$ cat src/rtl/txq_pkg.sv
package txq_pkg;
    typedef enum logic [1:0] {
        ST_IDLE  = 2'd0,
        ST_ARMED = 2'd1,
        ST_FILL  = 2'd2
    } txq_state_e;
endpackage

$ cat src/rtl/txq_byte_count.sv
module txq_byte_count #(
    parameter int SIZE_W = 16,
    parameter int BYTES  = 4
) (
    input  logic              clk,
    input  logic              rst_n,
    input  logic              load,
    input  logic [SIZE_W-1:0] load_val,
    input  logic              consume,
    output logic [SIZE_W-1:0] remaining,
    output logic              is_last
);
    localparam logic [SIZE_W-1:0] STEP = SIZE_W'(BYTES);

    logic [SIZE_W-1:0] rem_q;

    assign remaining = rem_q;
    assign is_last   = (rem_q != '0) && (rem_q <= STEP);

    always_ff @(posedge clk or negedge rst_n) begin
        if (!rst_n) begin
            rem_q <= '0;
        end else if (load) begin
            rem_q <= load_val;
        end else if (consume) begin
            rem_q <= is_last ? '0 : rem_q - STEP;
        end
    end

    // a loaded length is held exactly until words consume it
    p_load_held_r8: assert property (@(posedge clk) disable iff (!rst_n)
        load |=> remaining == $past(load_val));
    p_idle_hold_r8: assert property (@(posedge clk) disable iff (!rst_n)
        (!load && !consume) |=> $stable(remaining));
endmodule

$ cat src/rtl/txq_lane_mask.sv
module txq_lane_mask #(
    parameter int SIZE_W = 16,
    parameter int BYTES  = 4
) (
    input  logic [SIZE_W-1:0] remaining,
    input  logic              is_last,
    output logic [BYTES-1:0]  be
);
    for (genvar i = 0; i < BYTES; i++) begin : g_lane
        assign be[i] = !is_last || (remaining > SIZE_W'(i));
    end
endmodule

$ cat src/rtl/txq_frame_writer.sv
module txq_frame_writer #(
    parameter int DATA_W = 32,
    parameter int SIZE_W = 16,
    parameter int ID_W   = 8,
    parameter int OPT_W  = 4
) (
    input  logic                clk,
    input  logic                rst_n,
    input  logic                ctl_wr,
    input  logic [ID_W-1:0]     ctl_id,
    input  logic [OPT_W-1:0]    ctl_opt,
    input  logic                len_wr,
    input  logic [SIZE_W-1:0]   len_bytes,
    input  logic                data_wr,
    input  logic [DATA_W-1:0]   data_word,
    output logic                q_push,
    output logic [DATA_W-1:0]   q_word,
    output logic [DATA_W/8-1:0] q_be,
    output logic                q_eof,
    output logic [ID_W-1:0]     q_id,
    output logic [OPT_W-1:0]    q_opt,
    output logic                underrun_pulse,
    output logic                overrun_pulse
);
    import txq_pkg::*;

    localparam int BYTES = DATA_W / 8;
    localparam logic [BYTES-1:0] ALL_LANES = '1;

    txq_state_e        state_q, state_d;
    logic              load, consume, latch_hdr;
    logic              push_d, eof_d, under_d, over_d;
    logic [SIZE_W-1:0] remaining;
    logic              is_last;
    logic [BYTES-1:0]  lane_be;

    txq_byte_count #(.SIZE_W(SIZE_W), .BYTES(BYTES)) u_count (
        .clk       (clk),
        .rst_n     (rst_n),
        .load      (load),
        .load_val  (len_bytes),
        .consume   (consume),
        .remaining (remaining),
        .is_last   (is_last)
    );

    txq_lane_mask #(.SIZE_W(SIZE_W), .BYTES(BYTES)) u_mask (
        .remaining (remaining),
        .is_last   (is_last),
        .be        (lane_be)
    );

    // Next-state and event decode: control > length > data
    always_comb begin
        state_d   = state_q;
        load      = 1'b0;
        consume   = 1'b0;
        latch_hdr = 1'b0;
        push_d    = 1'b0;
        eof_d     = 1'b0;
        under_d   = 1'b0;
        over_d    = 1'b0;
        if (ctl_wr) begin
            under_d   = (state_q != ST_IDLE);
            latch_hdr = 1'b1;
            state_d   = ST_ARMED;
        end else if (len_wr) begin
            if (state_q == ST_ARMED && len_bytes != '0) begin
                load    = 1'b1;
                state_d = ST_FILL;
            end
        end else if (data_wr) begin
            unique case (state_q)
                ST_FILL: begin
                    consume = 1'b1;
                    push_d  = 1'b1;
                    eof_d   = is_last;
                    if (is_last) state_d = ST_IDLE;
                end
                ST_IDLE, ST_ARMED: over_d = 1'b1;
                default: over_d = 1'b1;
            endcase
        end
    end

    // State register
    always_ff @(posedge clk or negedge rst_n) begin
        if (!rst_n) state_q <= ST_IDLE;
        else        state_q <= state_d;
    end

    // Registered outputs
    always_ff @(posedge clk or negedge rst_n) begin
        if (!rst_n) begin
            q_push         <= 1'b0;
            q_word         <= '0;
            q_be           <= '0;
            q_eof          <= 1'b0;
            q_id           <= '0;
            q_opt          <= '0;
            underrun_pulse <= 1'b0;
            overrun_pulse  <= 1'b0;
        end else begin
            q_push         <= push_d;
            q_eof          <= eof_d;
            underrun_pulse <= under_d;
            overrun_pulse  <= over_d;
            if (push_d) begin
                q_word <= data_word;
                q_be   <= lane_be;
            end
            if (latch_hdr) begin
                q_id  <= ctl_id;
                q_opt <= ctl_opt;
            end
        end
    end

    p_underrun_cause_r3: assert property (@(posedge clk) disable iff (!rst_n)
        underrun_pulse |-> ($past(ctl_wr) && $past(state_q) != ST_IDLE));
    p_eof_with_push_r5: assert property (@(posedge clk) disable iff (!rst_n)
        q_eof |-> q_push);
    p_lanes_contig_r5: assert property (@(posedge clk) disable iff (!rst_n)
        q_push |-> (q_be != '0 && ((q_be & (q_be + 1'b1)) == '0)));
    p_full_lanes_r4: assert property (@(posedge clk) disable iff (!rst_n)
        (q_push && !q_eof) |-> q_be == ALL_LANES);
    p_overrun_nopush_r6: assert property (@(posedge clk) disable iff (!rst_n)
        overrun_pulse |-> !q_push);
    p_fill_nonzero_r7: assert property (@(posedge clk) disable iff (!rst_n)
        (state_q == ST_FILL) |-> remaining != '0);
    p_ctl_wins_r9: assert property (@(posedge clk) disable iff (!rst_n)
        ctl_wr |=> (!q_push && !overrun_pulse));
    p_eof_idle_r10: assert property (@(posedge clk) disable iff (!rst_n)
        q_eof |-> state_q == ST_IDLE);
endmodule

$ cat config.mk
export PLATFORM = sky130hd
export DESIGN_NAME = txq_frame_writer
export DESIGN_NICKNAME = d
export VERILOG_FILES = /design/src/rtl/txq_pkg.sv /design/src/rtl/txq_byte_count.sv /design/src/rtl/txq_lane_mask.sv /design/src/rtl/txq_frame_writer.sv
export SDC_FILE = /design/constraint.sdc
export NUM_CORES = 1
export LEC_CHECK = 0
export ABC_AREA = 1
export BUFFER_PORTS_ARGS = -buffer_cell sky130_fd_sc_hd__buf_2
export CAP_MARGIN = 20
export CORE_MARGIN = 2
export CORE_UTILIZATION = 50
export CTS_CLUSTER_DIAMETER = 50
export CTS_CLUSTER_SIZE = 10
export DETAILED_ROUTE_END_ITERATION = 10
export GPL_ROUTABILITY_DRIVEN = 0
export MAX_ROUTING_LAYER = met4
export PLACE_DENSITY = 0.91
export SLEW_MARGIN = 20
export SYNTH_ARGS = -nofsm -noshare
export SYNTH_HDL_FRONTEND = slang
export SYNTH_SLANG_ARGS = --single-unit
$ cat constraint.sdc
create_clock -name clk -period 5.4 [get_ports clk]
set_clock_uncertainty 0.15 [all_clocks]
set_input_delay 1.08 -clock clk [delete_from_list [all_inputs] [get_ports clk]]
set_output_delay 1.08 -clock clk [all_outputs]
set_load 0.1 [all_outputs]
# Word level (Yosys, flattened, before mapping)
# Index checks and enable logic that the tools add are counted.
# W data, S select, Z words.
[totals] reg_bits=70 ramBits=0 romBits=0 latch_bits=0 wordCells=60 input_bits=65 mem_count=0
[classes] magnitude_cmp=5 n_shift=0 n_mul=0 bitwise=0 n_addsub=1 n_mux=26 reduce_logical=15 div=0 n_eq_ne=3
[ops] cell="$mux W16" count=3
[ops] cell="$gt A16 B1 Y1 const B" count=2
[ops] cell="$gt A16 B2 Y1 const B" count=2
[ops] cell="$reduce_bool A16 Y1" count=2
[ops] cell="$mux W1" count=17
[ops] cell="$le A16 B3 Y1 const B" count=1
[ops] cell="$sub A16 B3 Y16 const B" count=1
[ops] cell="$mux W2" count=6
[ops] cell="$reduce_bool A3 Y1" count=3
[ops] cell="$logic_or A1 B1 Y1" count=4
[ops] cell="$reduce_and A4 Y1" count=1
[ops] cell="$reduce_bool A2 Y1" count=2
[ops] cell="$ne A3 B2 Y1 const B" count=1
[ops] cell="$eq A2 B1 Y1 const B" count=1
[ops] cell="$eq A2 B2 Y1 const B" count=1
[ops] cell="$logic_and A1 B1 Y1" count=2
[ops] cell="$logic_not A1 Y1" count=1

# Depth between registers and ports, before layout
# Gate-level depths: netlist (run 1).
[depth] depth_word=7 ltp_mapped=11 ltp_nobuf=11

# Modules after synthesis
# A second synthesis (run 1) with hierarchy kept.
[unflattened] hier_cells=430 hier_area_um2=3464.6
[modules_own_cells] mod="txq_frame_writer" area_per_inst_um2=2230.9 cells_per_inst=247 instances=1 seq_area_each_um2=1351.3
[modules_own_cells] mod="txq_byte_count" area_per_inst_um2=1142.3 cells_per_inst=161 instances=1 seq_area_each_um2=400.4
[modules_own_cells] mod="txq_lane_mask" area_per_inst_um2=91.3 cells_per_inst=22 instances=1 seq_area_each_um2=0.0

# Worst setup path before layout (run 1)
# Ideal clock, no wire load.
[synth_path] path_type="input -> register" from="input len_bytes[15]" to="register u_count.rem_q[12], in the netlist u_count.remaining[12]" n_path_buf=1 required_ps=5134 arrival_ps=1917 slack_ps=3217 setup_time_ps=116 path_stages=11 path_cell_list="nor2_1 nand2_1 nor2_1 nand2_1 nand3b_4 inv_2 buf_2 nand2_1 nand2_1 inv_1 nand2_1"
[synth_via] elab_chain_cells=6 word_cells_on_any_way=7
[synth_lines] element="from (decl)" line_no="txq_frame_writer.sv:13" text="input logic [SIZE_W-1:0] len_bytes,"
[synth_lines] element="$reduce_bool A16 Y1 *" line_no="txq_frame_writer.sv:68" text="if (state_q == ST_ARMED && len_bytes != '0) begin"
[synth_lines] element="$logic_and A1 B1 Y1 *" line_no="txq_frame_writer.sv:68"
[synth_lines] element="$mux W1 *" line_no="txq_frame_writer.sv:68"
[synth_lines] element="$mux W1 *" line_no="txq_frame_writer.sv:67" text="end else if (len_wr) begin"
[synth_lines] element="$mux W1 *" line_no="txq_frame_writer.sv:63" text="if (ctl_wr) begin"
[synth_lines] element="$mux W16 or $reduce_bool A2 Y1 (tied branches)"
[synth_lines] element="to (signal assigned)" line_no="txq_byte_count.sv:24" text="rem_q <= load_val;"
[synth_lines] element="to (signal assigned)" line_no="txq_byte_count.sv:26" text="rem_q <= is_last ? '0 : rem_q - STEP;"
[synth_lines] element="to (decl)" line_no="txq_byte_count.sv:15" text="logic [SIZE_W-1:0] rem_q;"
# Mark *: on every way between the ends. The rest lies on a longest branch, timed or not.
# A chain may end at the register's enable or synchronous reset.

# Worst setup path after layout (run 1)
[layout_path] from="input ctl_wr" to="register q_be[1]"
[layout_via] elab_chain_cells=1
[layout_lines] element="from (decl)" line_no="txq_frame_writer.sv:9" text="input logic ctl_wr,"
[layout_lines] element="$mux W1" line_no="txq_frame_writer.sv:63"
[layout_lines] element="to (signal assigned)" line_no="txq_frame_writer.sv:110" text="q_be <= lane_be;"
[layout_lines] element="to (decl)" line_no="txq_frame_writer.sv:18" text="output logic [DATA_W/8-1:0] q_be,"
# No other way between the ends.

==> reports/metrics.cfg, run 1 <==
[status]
status=complete, but fails checks
violations=DRC

[floorplan]
die_x_microns=85.9
die_area_sq_um=7370
die_y_microns=85.9
row_count=29
ioPinCount=117
core_area_sq_um=6420
initial_core_util=0.522

[setup_path]
cp_data_arrival_time_ns=2.93
crit_required_ns=5.50
reg2reg_depth=6
crit_path_end_kind=register
crit_fanout=51
critPathKind=in2reg
start_kind=primary input

[drt]
routedWlPerCell_microns=11.7
drc=5
vias=3026
drt-total-wl_microns=7420
drt_iter0_markers=123
final_antenna_net_count=0
vias_per_cell=4.76
dr.pass1.iters=7

[sta]
setup_viol=0
post-route-min-period_ns=2.83
setup_tns_ns=0
maxSlewViolCount=0
setup_ws_ns=2.57
worst_pin_slew_ns=0.856
slew_headroom=0.429
hold_viol=0
max_freq_mhz=353
rsz0062_at_grt=no
fin_crit_sh=0.524

[job]
drv_cap=0

[grt]
grt_max_degree=71
grt.overflow.total=0
antenna_found_initial=0
grt.total_usage=0.221
grt_pass1_wl_microns=12500
grt_pass1_vias=2799

[logic_synthesis]
yosys_warnings=0
synth_area_leaders=dfrtp_1 52%, nand2_1 26%, nor2_1 4.3%
yosysTopAreaCell=dfrtp_1
syn-num-nets=506
synth-seq-cells=70
syn_avg_cell_area_sq_um=7.62
yosysUniqueCellTypes=25
yosysTopAreaCellShare=0.523
synth_ff_type=dfrtp_1
netlist_instances=440
syn_area_sq_um=3350
ys_seq_area_frac=0.523
synth_edf_count=0
synthArstFlopShare=1.00

[placement]
portBuffers=116
placed_cell_area_sq_um=3960
hpwl_microns=5270
dp.cells=620
place_ws_ns=1.70

[clocking]
cts_resized=0
htree_levels=3
cts_buffers=9
cts_tree=built
cts_sinks=70
hold_buffers=0
clkSlewWorstSetupHoldPaths_ns=0.07
cts_max_path_buffers=2
postCtsSetupBuffers=0
cts_root_buf=clkbuf_8
clk_latency_ns=0.33

[cells_and_area]
fillCellCount=562
final_nets=620
drive_gt1_frac=0.267
area_growth_pct=25.0
antenna_cells=0
final_core_util=0.652
final_cells=636
fin_area_sq_um=4190

[hold_path]
hold_depth=2
hp-class=reg2reg

[pwr]
p_leak_nw=2.51
vdd_drop_max_v=0.000329
power_density_nw_per_um2=473

## worst max-delay path, cell delays in order
cell     delay [ns]
buf_2          0.19
nor2_1         0.25
nand3_4        0.50
inv_2          0.67
nor2_1         0.08
a31oi_1        0.14
## logic make-up (layout without fill, tap and decap cells)
family,count (synthesis),in the layout,share of synthesized area
AO/OA/AOI/OAI,5,5,0.00821
XOR/XNOR,12,12,0.0314
adder cells (fa/ha/maj),1,1,0.00373
buffers and inverters,48,167,0.0612
flip-flops,70,70,0.523
AND/OR/NAND/NOR,304,304,0.373
## cells in the mapped netlist (2+ instances only)
cell type  count
buf_4          3
nor2_2         4
xnor2_1        2
buf_2          5
inv_1         30
a21oi_1        3
nor3_1         2
inv_2          4
nor2_1        38
nand2_1      229
a31oi_1        2
clkbuf_1       5
xor2_1        10
dfrtp_1       70
nand2_2        2
nand3_1       21
nand3_2        2
## layer usage
| metal | track usage | up-vias | routed length (microns) |
|---|---|---|---|
| met3 | 0.0626 | 8 | 516 |
| met1 | 0.282 | 1375 | 3250 |
| met4 | 0.0577 | 0 | 108 |
| met2 | 0.348 | 91 | 3540 |
| met5 | - | - | 0 |
| li1 | - | 1552 | - |
## cells in the final DEF, fill, tap and decap left out, drive strengths merged, types with 2 or more instances in the layout
master,instances
nand2,232
buf,117
dfrtp,70
nor2,44
inv,35
nand3,23
clkbuf,11
xor2,10
a21oi,3
a31oi,2
nor3,2
xnor2,2
bufinv,2
## power by group
part | internal (W) | switching, W | total, W
logic | 0.000153 | 0.000666 | 0.000820
clock network | 0.000274 | 0.000195 | 0.000469
registers | 0.000619 | 0.0000743 | 0.000693
## sequential cells by signal, indices dropped and copies added (netlist names)
| name | count |
|---|---|
| q_be | 4 |
| q_id | 8 |
| overrun_pulse | 1 |
| u_count.remaining | 16 |
| q_opt | 4 |
| q_eof | 1 |
| state_q | 2 |
| q_word | 32 |
| q_push | 1 |
| underrun_pulse | 1 |
## metrics by stage
step | power (W) | hold WS (ns)
after floorplan | 0.00136 | 0.313
after global placement | 0.00150 | 0.300
after detailed placement | 0.00152 | 0.304
after CTS | 0.00199 | 0.322
after global routing | 0.00208 | 0.336
final | 0.00198 | 0.317
## area by class of cell
class,instances,area [sq um],share of cell area
Multi-Input combinational cell,322,1400,0.335
Timing Repair Buffer,117,588,0.140
Tap cell,77,96.3,0.0230
Clock buffer,11,141,0.0338
Clock inverter,5,81.3,0.0194
Inverter,34,128,0.0305
Sequential cell,70,1750,0.418
## path summary, 6_finish.rpt
kind                                  from  slack, ns              endpoint
min in group asynchronous            rst_n       0.77  u_count.remaining[4]
worst max-delay path                ctl_wr       2.57               q_be[1]
worst min-delay path              q_opt[2]       0.32              q_opt[2]
max in group asynchronous            rst_n       3.75              q_opt[3]
worst min register to register    q_opt[2]       0.32              q_opt[2]
worst max register to register  state_q[1]       3.08               q_be[1]
Power figures use the tool's default switching activity.
==> inputs of run 2 (changes only) <==
Settings changed: ABC_AREA 1 to 0, CORE_UTILIZATION 50 to 44, PLACE_DENSITY 0.91 to 0.87.
Clock period 5.4 ns to 2.5 ns, I/O delays scaled along.
==> reports/metrics.cfg, run 2 <==
[logic_synthesis]
netlist_instances=316  ; -28%
synth_area_leaders=dfrtp_1 57%, nand2_1 15%, mux2_2 4.4%
synthArstFlopShare=1.00  ; unchanged
syn_avg_cell_area_sq_um=9.70  ; +27%
yosys_warnings=0  ; unchanged
synth_ff_type=dfrtp_1
ys_seq_area_frac=0.572  ; +0.0491
synthTopCellsByCount=120 x nand2_1, 70 x dfrtp_1, 20 x nor2_1
yosysMostFrequentCell=nand2_1
synth-seq-cells=70  ; unchanged
synth_edf_count=0  ; unchanged
yosysUniqueCellTypes=37  ; +48%
syn-num-nets=382  ; -25%
yosysTopAreaCellShare=0.572  ; +0.0491
yosysTopAreaCell=dfrtp_1
syn_area_sq_um=3060  ; -8.6%

[pwr]
finalPower_w=0.00419  ; +110%
internal_power_w=0.00218  ; +110%
p_leak_nw=2.15  ; -14%
clockPowerShare=0.204  ; -0.033
vdd_drop_max_v=0.000532  ; +62%
power_density_nw_per_um2=1060  ; +120%
seq_power_share=0.362  ; +0.012
p_switching_w=0.00201  ; +110%
p_sw_frac=0.479  ; +0.00704
combPwrFrac=0.434  ; +0.020

[cells_and_area]
area_growth_pct=29.5
final_cells=526  ; -17%
final_common_cell=nand2_1
drive_gt1_frac=0.361  ; +0.0944
final_cell_mix=120 x nand2_1, 116 x buf_2, 70 x dfrtp_1
regMostFlops=q_word
final_nets=507  ; -18%
largest_register_ffs=32  ; unchanged
fin_area_sq_um=3970  ; -5.3%
antenna_cells=0  ; unchanged

[clocking]
cts_buffers=9  ; unchanged
hold_buffers=0  ; unchanged
cts_sinks=70  ; unchanged
htree_levels=3  ; unchanged
cts_max_path_buffers=2  ; unchanged
cts_tree=built
clkSlewWorstSetupHoldPaths_ns=0.07  ; about the same
postCtsSetupBuffers=0  ; unchanged
cts_resized=1  ; +1
cts_root_buf=clkbuf_8
clk_latency_ns=0.33  ; about the same

[placement]
portBuffers=116  ; unchanged
place_ws_ns=0.00732  ; -1.69 ns
dp.cells=510  ; -18%
placed_cell_area_sq_um=3780  ; -4.4%
hpwl_microns=5280  ; about the same

[drt]
vias_per_cell=5.14  ; +8.1%
routedWlPerCell_microns=13.9  ; +19%
drt-total-wl_microns=7290  ; -1.7%
dr.pass1.iters=4  ; -3
vias=2705  ; -11%
drt_iter0_markers=216  ; +76%
final_antenna_net_count=0  ; unchanged
drc=0  ; -5

[job]
drv_cap=0  ; unchanged

[grt]
grt.overflow.total=0  ; unchanged
grt_pass1_vias=2639  ; -5.7%
grt_max_degree=45  ; -37%
groute.layer.met1.usage=0.243  ; -0.0395
grt.total_usage=0.202  ; -0.0187
grt_pass1_wl_microns=11700  ; -6.4%
top_usage_layer=met2
grtUsageMet3=0.0351  ; -0.0275
antenna_found_initial=0  ; unchanged
met2_usage=0.326  ; -0.0217

[sta]
maxSlewViolCount=0  ; unchanged
slew_headroom=0.591  ; +0.161
setup_tns_ns=0  ; unchanged
rsz0062_at_grt=no
setup_viol=0  ; unchanged
fin_crit_sh=0.925
setup_ws_ns=0.186  ; -2.38 ns
max_freq_mhz=432
post-route-min-period_ns=2.31
hold_viol=0  ; unchanged
worst_pin_slew_ns=0.614  ; -0.242 ns

[floorplan]
die_area_sq_um=7650  ; +3.7%
row_count=30  ; +3.4%
initial_core_util=0.454  ; -0.0684
ioPinCount=117  ; unchanged
core_area_sq_um=6760  ; +5.2%
die_x_microns=87.5  ; +1.8%
die_y_microns=87.5  ; +1.8%

[setup_path]
cp_slowest_cell=or4b_4
crit_buf_inv=0  ; -2
crit_fanout=17  ; -67%
critPathKind=reg2reg
cp_data_arrival_time_ns=2.38  ; -0.55 ns
start_kind=register
path_delay_family=compound AO/OA/AOI/OAI gates
crit_chain=or4b_4 > a22oi_2 > a41o_2 > o22ai_1 > a221o_1
crit_required_ns=2.57  ; -2.93 ns
cpPeakStageDelay_ns=0.57  ; -0.10 ns
crit_path_end_kind=register

[status]
status=completed

[hold_path]
hp-class=in2async

-- run 2: changes by cell type in the layout (fill, tap and decap cells not counted), sizes merged, moves of 7 or more --
cell and change:
buf +12, o221ai +7, inv -29, nor2 -24, mux2 +12, nand3 -21, nand2 -112
-- run 2: layout make-up --
cell class / count / area, sq um
Clock buffer: 11 / 131
Clock inverter: 5 / 50.0
Fill cell: 585 / 2790
Inverter: 6 / 22.5
Multi-Input combinational cell: 225 / 1210
Sequential cell: 70 / 1750
Tap cell: 80 / 100
Timing Repair Buffer: 129 / 703
-- run 2: final timing paths --
| path | from | to | slack, ns | cells after the start |
|---|---|---|---|---|
| min in group clk | data_word[3] | q_word[3] | 0.20 | 3 |
| max reg2reg | u_count.remaining[3] | u_count.remaining[7] | 0.19 | 5 |
| min | rst_n | q_id[6] | 0.02 | 1 |
| max | u_count.remaining[3] | u_count.remaining[7] | 0.19 | 5 |
| max in group asynchronous | rst_n | q_word[21] | 1.52 | 2 |
| min reg2reg | q_be[0] | q_be[0] | 0.32 | 1 |
-- run 2: power groups by stage --
stage	registers (W)	clock network, W	logic [W]
after detailed placement	0.00153	0	0.00182
after global routing	0.00154	0.000946	0.00191
after global placement	0.00152	0	0.00179
after floorplan	0.00259	0	0.000367
after CTS	0.00151	0.000882	0.00183
final	0.00152	0.000856	0.00182
-- run 2: cell families after synthesis --
| group | synth area share |
|---|---|
| adder cells (fa/ha/maj) | 0.00408 |
| flip-flops | 0.572 |
| multiplexers | 0.0441 |
| AO/OA/AOI/OAI | 0.0809 |
| buffers and inverters | 0.0359 |
| AND/OR/NAND/NOR | 0.241 |
| XOR/XNOR | 0.0229 |
-- run 2: per-stage QoR --
| stage | hold slack (ns) | utilization |
|---|---|---|
| finish | 0.0233 | 0.587 |
| global route | 0.0574 | 0.587 |
| detailed placement | 0.301 | 0.560 |
| floorplan | 0.0544 | - |
| CTS | 0.0283 | 0.587 |
| global placement | 0.295 | 0.560 |
-- run 2: per-layer routing --
layer,vias up,wire length (microns)
met1,1278,3130
li1,1307,-
met3,20,384
met2,100,3560
met4,0,212
met5,-,0
==> inputs of run 3 (changes only) <==
Settings changed: CORE_UTILIZATION 44 to 45, SLEW_MARGIN 20 to 10, SYNTH_HIERARCHICAL set to 1.
==> reports/metrics.cfg, run 3 <==
[logic_synthesis]
syn_area_sq_um=3250  ; +6.0%
yosysUniqueCellTypes=46  ; +24%
synth_edf_count=0  ; unchanged
yosysTopAreaCellShare=0.539  ; -0.0322
yosysTopAreaCell=dfrtp_1
synth_area_leaders=dfrtp_1 54%, mux2_2 10%, mux2_4 8.3%
synthTopCellsByCount=70 x dfrtp_1, 30 x mux2_2, 18 x mux2_4
synthArstFlopShare=1.00  ; unchanged
synth_compound_area_frac=0.0917  ; +0.0109
yosys_warnings=6  ; +6
synthAdderAreaFrac=0.00771  ; +0.00362
synth-xor-area-share=0.0135  ; -0.00938
synth-seq-cells=70  ; unchanged
ys_seq_area_frac=0.539  ; -0.0322
syn-num-nets=320  ; -16%
synth_ff_type=dfrtp_1
yosysMostFrequentCell=dfrtp_1
syn_avg_cell_area_sq_um=12.8  ; +32%
synth_top_family_by_area=multiplexers
yosys.area_share.simple=0.123  ; -0.117
synth_mux_area_frac=0.187  ; +0.143
netlist_instances=253  ; -20%

[status]
error=[ERROR DRT-0255] Maze Route cannot find path of net clk in worker of routeBox ( 48300 0 ) ( 88940 48300 ).
stop_stage=detailed routing
status=stopped before the end

[clocking]
cts_root_buf=clkbuf_8
htree_levels=3  ; unchanged
cts_sinks=70  ; unchanged
cts_buffers=9  ; unchanged
cts_max_path_buffers=2  ; unchanged

[floorplan]
die_y_microns=88.9  ; +1.7%
ioPinCount=117  ; unchanged
row_count=30  ; unchanged
die_x_microns=88.9  ; +1.7%
initial_core_util=0.470  ; +0.0166

[grt]
grt_max_degree=38  ; -16%
grt.total_usage=0.210  ; +0.00755
grt_pass1_vias=2573  ; -2.5%
grt_pass1_wl_microns=12200  ; +4.8%
antenna_found_initial=0  ; unchanged
grt.overflow.total=0  ; unchanged

[placement]
dp.cells=480  ; -5.9%
hpwl_microns=5930  ; +12%
portBuffers=116  ; unchanged

[sta]
worst_endpoint=q_be[0]$_DFFE_PN0P_/D
worst_path_end_type=register input

run 3: changes by cell type after synthesis, sizes merged, moves of 4 or more:
cell and delta:
mux2 +36, o221ai -7, xor2 -5, o21ai +7
a2bb2oi +7, nor2 -8, nand2 -107, inv +5
nor4 +4
run 3: per-stage QoR:
step / util / setup slack, ns / area [sq um] / setup TNS (ns)
floorplan: - / -0.488 / 3280 / -1.59
global placement: 0.596 / -0.330 / 4120 / -1.18
detailed placement: 0.596 / -0.456 / 4120 / -2.51
CTS: 0.631 / -0.361 / 4360 / -1.17
global route: 0.633 / -0.487 / 4370 / -2.29
run 3: what timing repair did:
item                                    in CTS  in global routing
setup buffers                                3                  0
gates resized for setup                      5                  2
hold buffers                                 0                  0
endpoints found under the setup margin      13                 13
pin swaps                                    4                  1
run 3: layer usage:
layer	track usage
met3	0.0554
met4	0.100
met1	0.263
met5	-
met2	0.318
run 3: logic make-up after synthesis:
family,Yosys count
adders and majority gates,2
AOI/OAI and AO/OA,40
and+or+nand+nor,65
muxes,48
DFF,70
buffers and inverters,23
xor gates and xnor gates,5
==> inputs of run 4 (changes only) <==
Settings changed: CORE_UTILIZATION 45 to 35, CTS_CLUSTER_DIAMETER 50 to unset, CTS_CLUSTER_SIZE 10 to unset, MAX_ROUTING_LAYER met4 to unset, PLACE_DENSITY 0.87 to unset, PLACE_DENSITY_LB_ADDON set to 0.15.
Clock period 2.5 ns to 3.25 ns, I/O delays scaled along.
==> reports/metrics.cfg, run 4 <==
[job]
drv_cap=0

[clocking]
cts_sinks=70  ; unchanged
htree_levels=3  ; unchanged
clkSlewWorstSetupHoldPaths_ns=0.08
postCtsSetupBuffers=0  ; -3
cts_tree=built
cts_resized=0  ; -5
hold_buffers=0  ; unchanged
cts_buffers=9  ; unchanged
clk_latency_ns=0.34
cts_root_buf=clkbuf_8
cts_max_path_buffers=2  ; unchanged

[logic_synthesis]
synth_edf_count=0  ; unchanged
syn-num-nets=320  ; unchanged
yosysUniqueCellTypes=46  ; unchanged
yosysTopAreaCellShare=0.539  ; unchanged
synthTopCellsByCount=70 x dfrtp_1, 30 x mux2_2, 18 x mux2_4
synth_ff_type=dfrtp_1
yosys_warnings=6  ; unchanged
synth-seq-cells=70  ; unchanged
yosysMostFrequentCell=dfrtp_1
netlist_instances=253  ; unchanged
synthArstFlopShare=1.00  ; unchanged
syn_avg_cell_area_sq_um=12.8  ; unchanged
syn_area_sq_um=3250  ; unchanged
ys_seq_area_frac=0.539  ; unchanged
yosysTopAreaCell=dfrtp_1
synth_area_leaders=dfrtp_1 54%, mux2_2 10%, mux2_4 8.3%

[drt]
dr.pass1.iters=6
wl_met1_microns=3710
vias_per_cell=4.97
routedWlPerCell_microns=15.7
dr_wl_met2_microns=3510
drt-total-wl_microns=7800
wl_met3_microns=464
route.top_layer_used=met4
final_antenna_net_count=0
drt_iter0_markers=100
vias=2472
drc=0

[cells_and_area]
regMostFlops=q_word
fillCellCount=865
final_cell_mix=116 x buf_2, 70 x dfrtp_1, 30 x mux2_2
drive_gt1_frac=0.523
area_growth_pct=29.6
largest_register_ffs=32
final_nets=448
antenna_cells=0
final_common_cell=buf_2

[grt]
grt_pass1_wl_microns=12400  ; +0.96%
antenna_found_initial=0  ; unchanged
grt.total_usage=0.160  ; -0.0502
grt_pass1_vias=2427  ; -5.7%
grt.overflow.total=0  ; unchanged
grt_max_degree=38  ; unchanged

[sta]
hold_viol=0
max_freq_mhz=331
rsz0062_at_grt=no
slew_headroom=0.597
maxSlewViolCount=0
fin_crit_sh=0.928
worst_pin_slew_ns=0.604
setup_tns_ns=0
setup_viol=0
post-route-min-period_ns=3.02

[pwr]
p_leak_nw=2.11
seq_power_share=0.340
internal_power_w=0.00182
p_switching_w=0.00169
combPwrFrac=0.437
clockPowerShare=0.224
finalPower_w=0.00351
power_density_nw_per_um2=834
p_sw_frac=0.481
vdd_drop_max_v=0.000309

[setup_path]
critPathLaunch=u_count/remaining[3]
critPathKind=reg2reg
crit_path_end_kind=register
reg2reg_from=u_count/remaining[3]
r2r_end=q_be[0]
cp_data_arrival_time_ns=3.10
rrSetupSlack_ns=0.23
crit_fanout=5
reg2reg_depth=9
start_kind=register
crit_required_ns=3.33
crit_end=q_be[0]

[floorplan]
die_x_microns=100  ; +13%
initial_core_util=0.356  ; -0.114
die_area_sq_um=10100
ioPinCount=117  ; unchanged
die_y_microns=100  ; +13%
core_area_sq_um=9110
row_count=35  ; +17%

[placement]
hpwl_microns=5810  ; -2.0%
portBuffers=116  ; unchanged

[status]
status=completed

[hold_path]
hp-class=in2async

[run 4: cell counts after synthesis]
Identical to the previous run, type by type.
[run 4: layout make-up]
cell class | instances | area [sq um] | area share
multi-input combinational | 160 | 1380 | 0.328
tap | 111 | 139 | 0.0330
clock inverter | 6 | 93.8 | 0.0223
sequential | 70 | 1750 | 0.416
timing repair buffer | 128 | 671 | 0.159
clock buffer | 10 | 128 | 0.0303
inverter | 12 | 45.0 | 0.0107
[run 4: worst min-delay path by stage]
| stage | start | end | slack (ns) | cells past startpoint |
|---|---|---|---|---|
| floorplan | rst_n | overrun_pulse | 0.20 | 0 |
| global placement | q_word[15] | q_word[15] | 0.33 | 1 |
| detailed placement | q_word[15] | q_word[15] | 0.34 | 1 |
| CTS | rst_n | q_id[6] | 0.17 | 1 |
| global route | rst_n | q_word[20] | 0.20 | 1 |
| finish | rst_n | q_word[26] | 0.16 | 1 |
[run 4: kinds of logic (layout without fill, tap and decap cells)]
group / after synthesis / count (layout) / share of synthesized area
flip-flops: 70 / 70 / 0.539
AND/OR/NAND/NOR: 65 / 65 / 0.123
multiplexers: 48 / 48 / 0.187
AO/OA/AOI/OAI: 40 / 40 / 0.0917
buffers and inverters: 23 / 156 / 0.0370
XOR/XNOR: 5 / 5 / 0.0135
adder cells (fa/ha/maj): 2 / 2 / 0.00771
[run 4: metrics by stage]
stage / setup WS (ns) / hold slack (ns) / std cells / utilization / area, sq um
floorplan: 0.173 / 0.204 / 253 / - / 3250
global placement: 0.326 / 0.332 / 481 / 0.438 / 3990
detailed placement: 0.235 / 0.339 / 481 / 0.438 / 3990
CTS: 0.211 / 0.172 / 497 / 0.462 / 4210
global route: 0.0334 / 0.196 / 497 / 0.462 / 4210
finish: 0.233 / 0.159 / 497 / 0.462 / 4210
[run 4: worst max-delay path, stage by stage, from the launching register on]
cell and delay [ns]:
dfrtp_1 0.35, inv_1 0.07, ha_1 0.22, or4b_1 0.56, a2111o_1 0.40, nor2_1 0.14
nor4b_2 0.25, nand4_2 0.17, or3_1 0.33, mux2_4 0.27
[run 4: power groups by stage]
stage / Clock, W / Combinational, W / Sequential, W
final: 0.000785 / 0.00153 / 0.00119
after global routing: 0.000864 / 0.00160 / 0.00122
after CTS: 0.000814 / 0.00154 / 0.00119
after detailed placement: 0 / 0.00154 / 0.00121
after global placement: 0 / 0.00153 / 0.00120
after floorplan: 0 / 0.000304 / 0.00214
[run 4: layer usage]
layer	track usage	up-vias
li1	-	1180
met1	0.228	1188
met2	0.234	94
met3	0.0439	10
met4	0.0537	0
met5	0	-
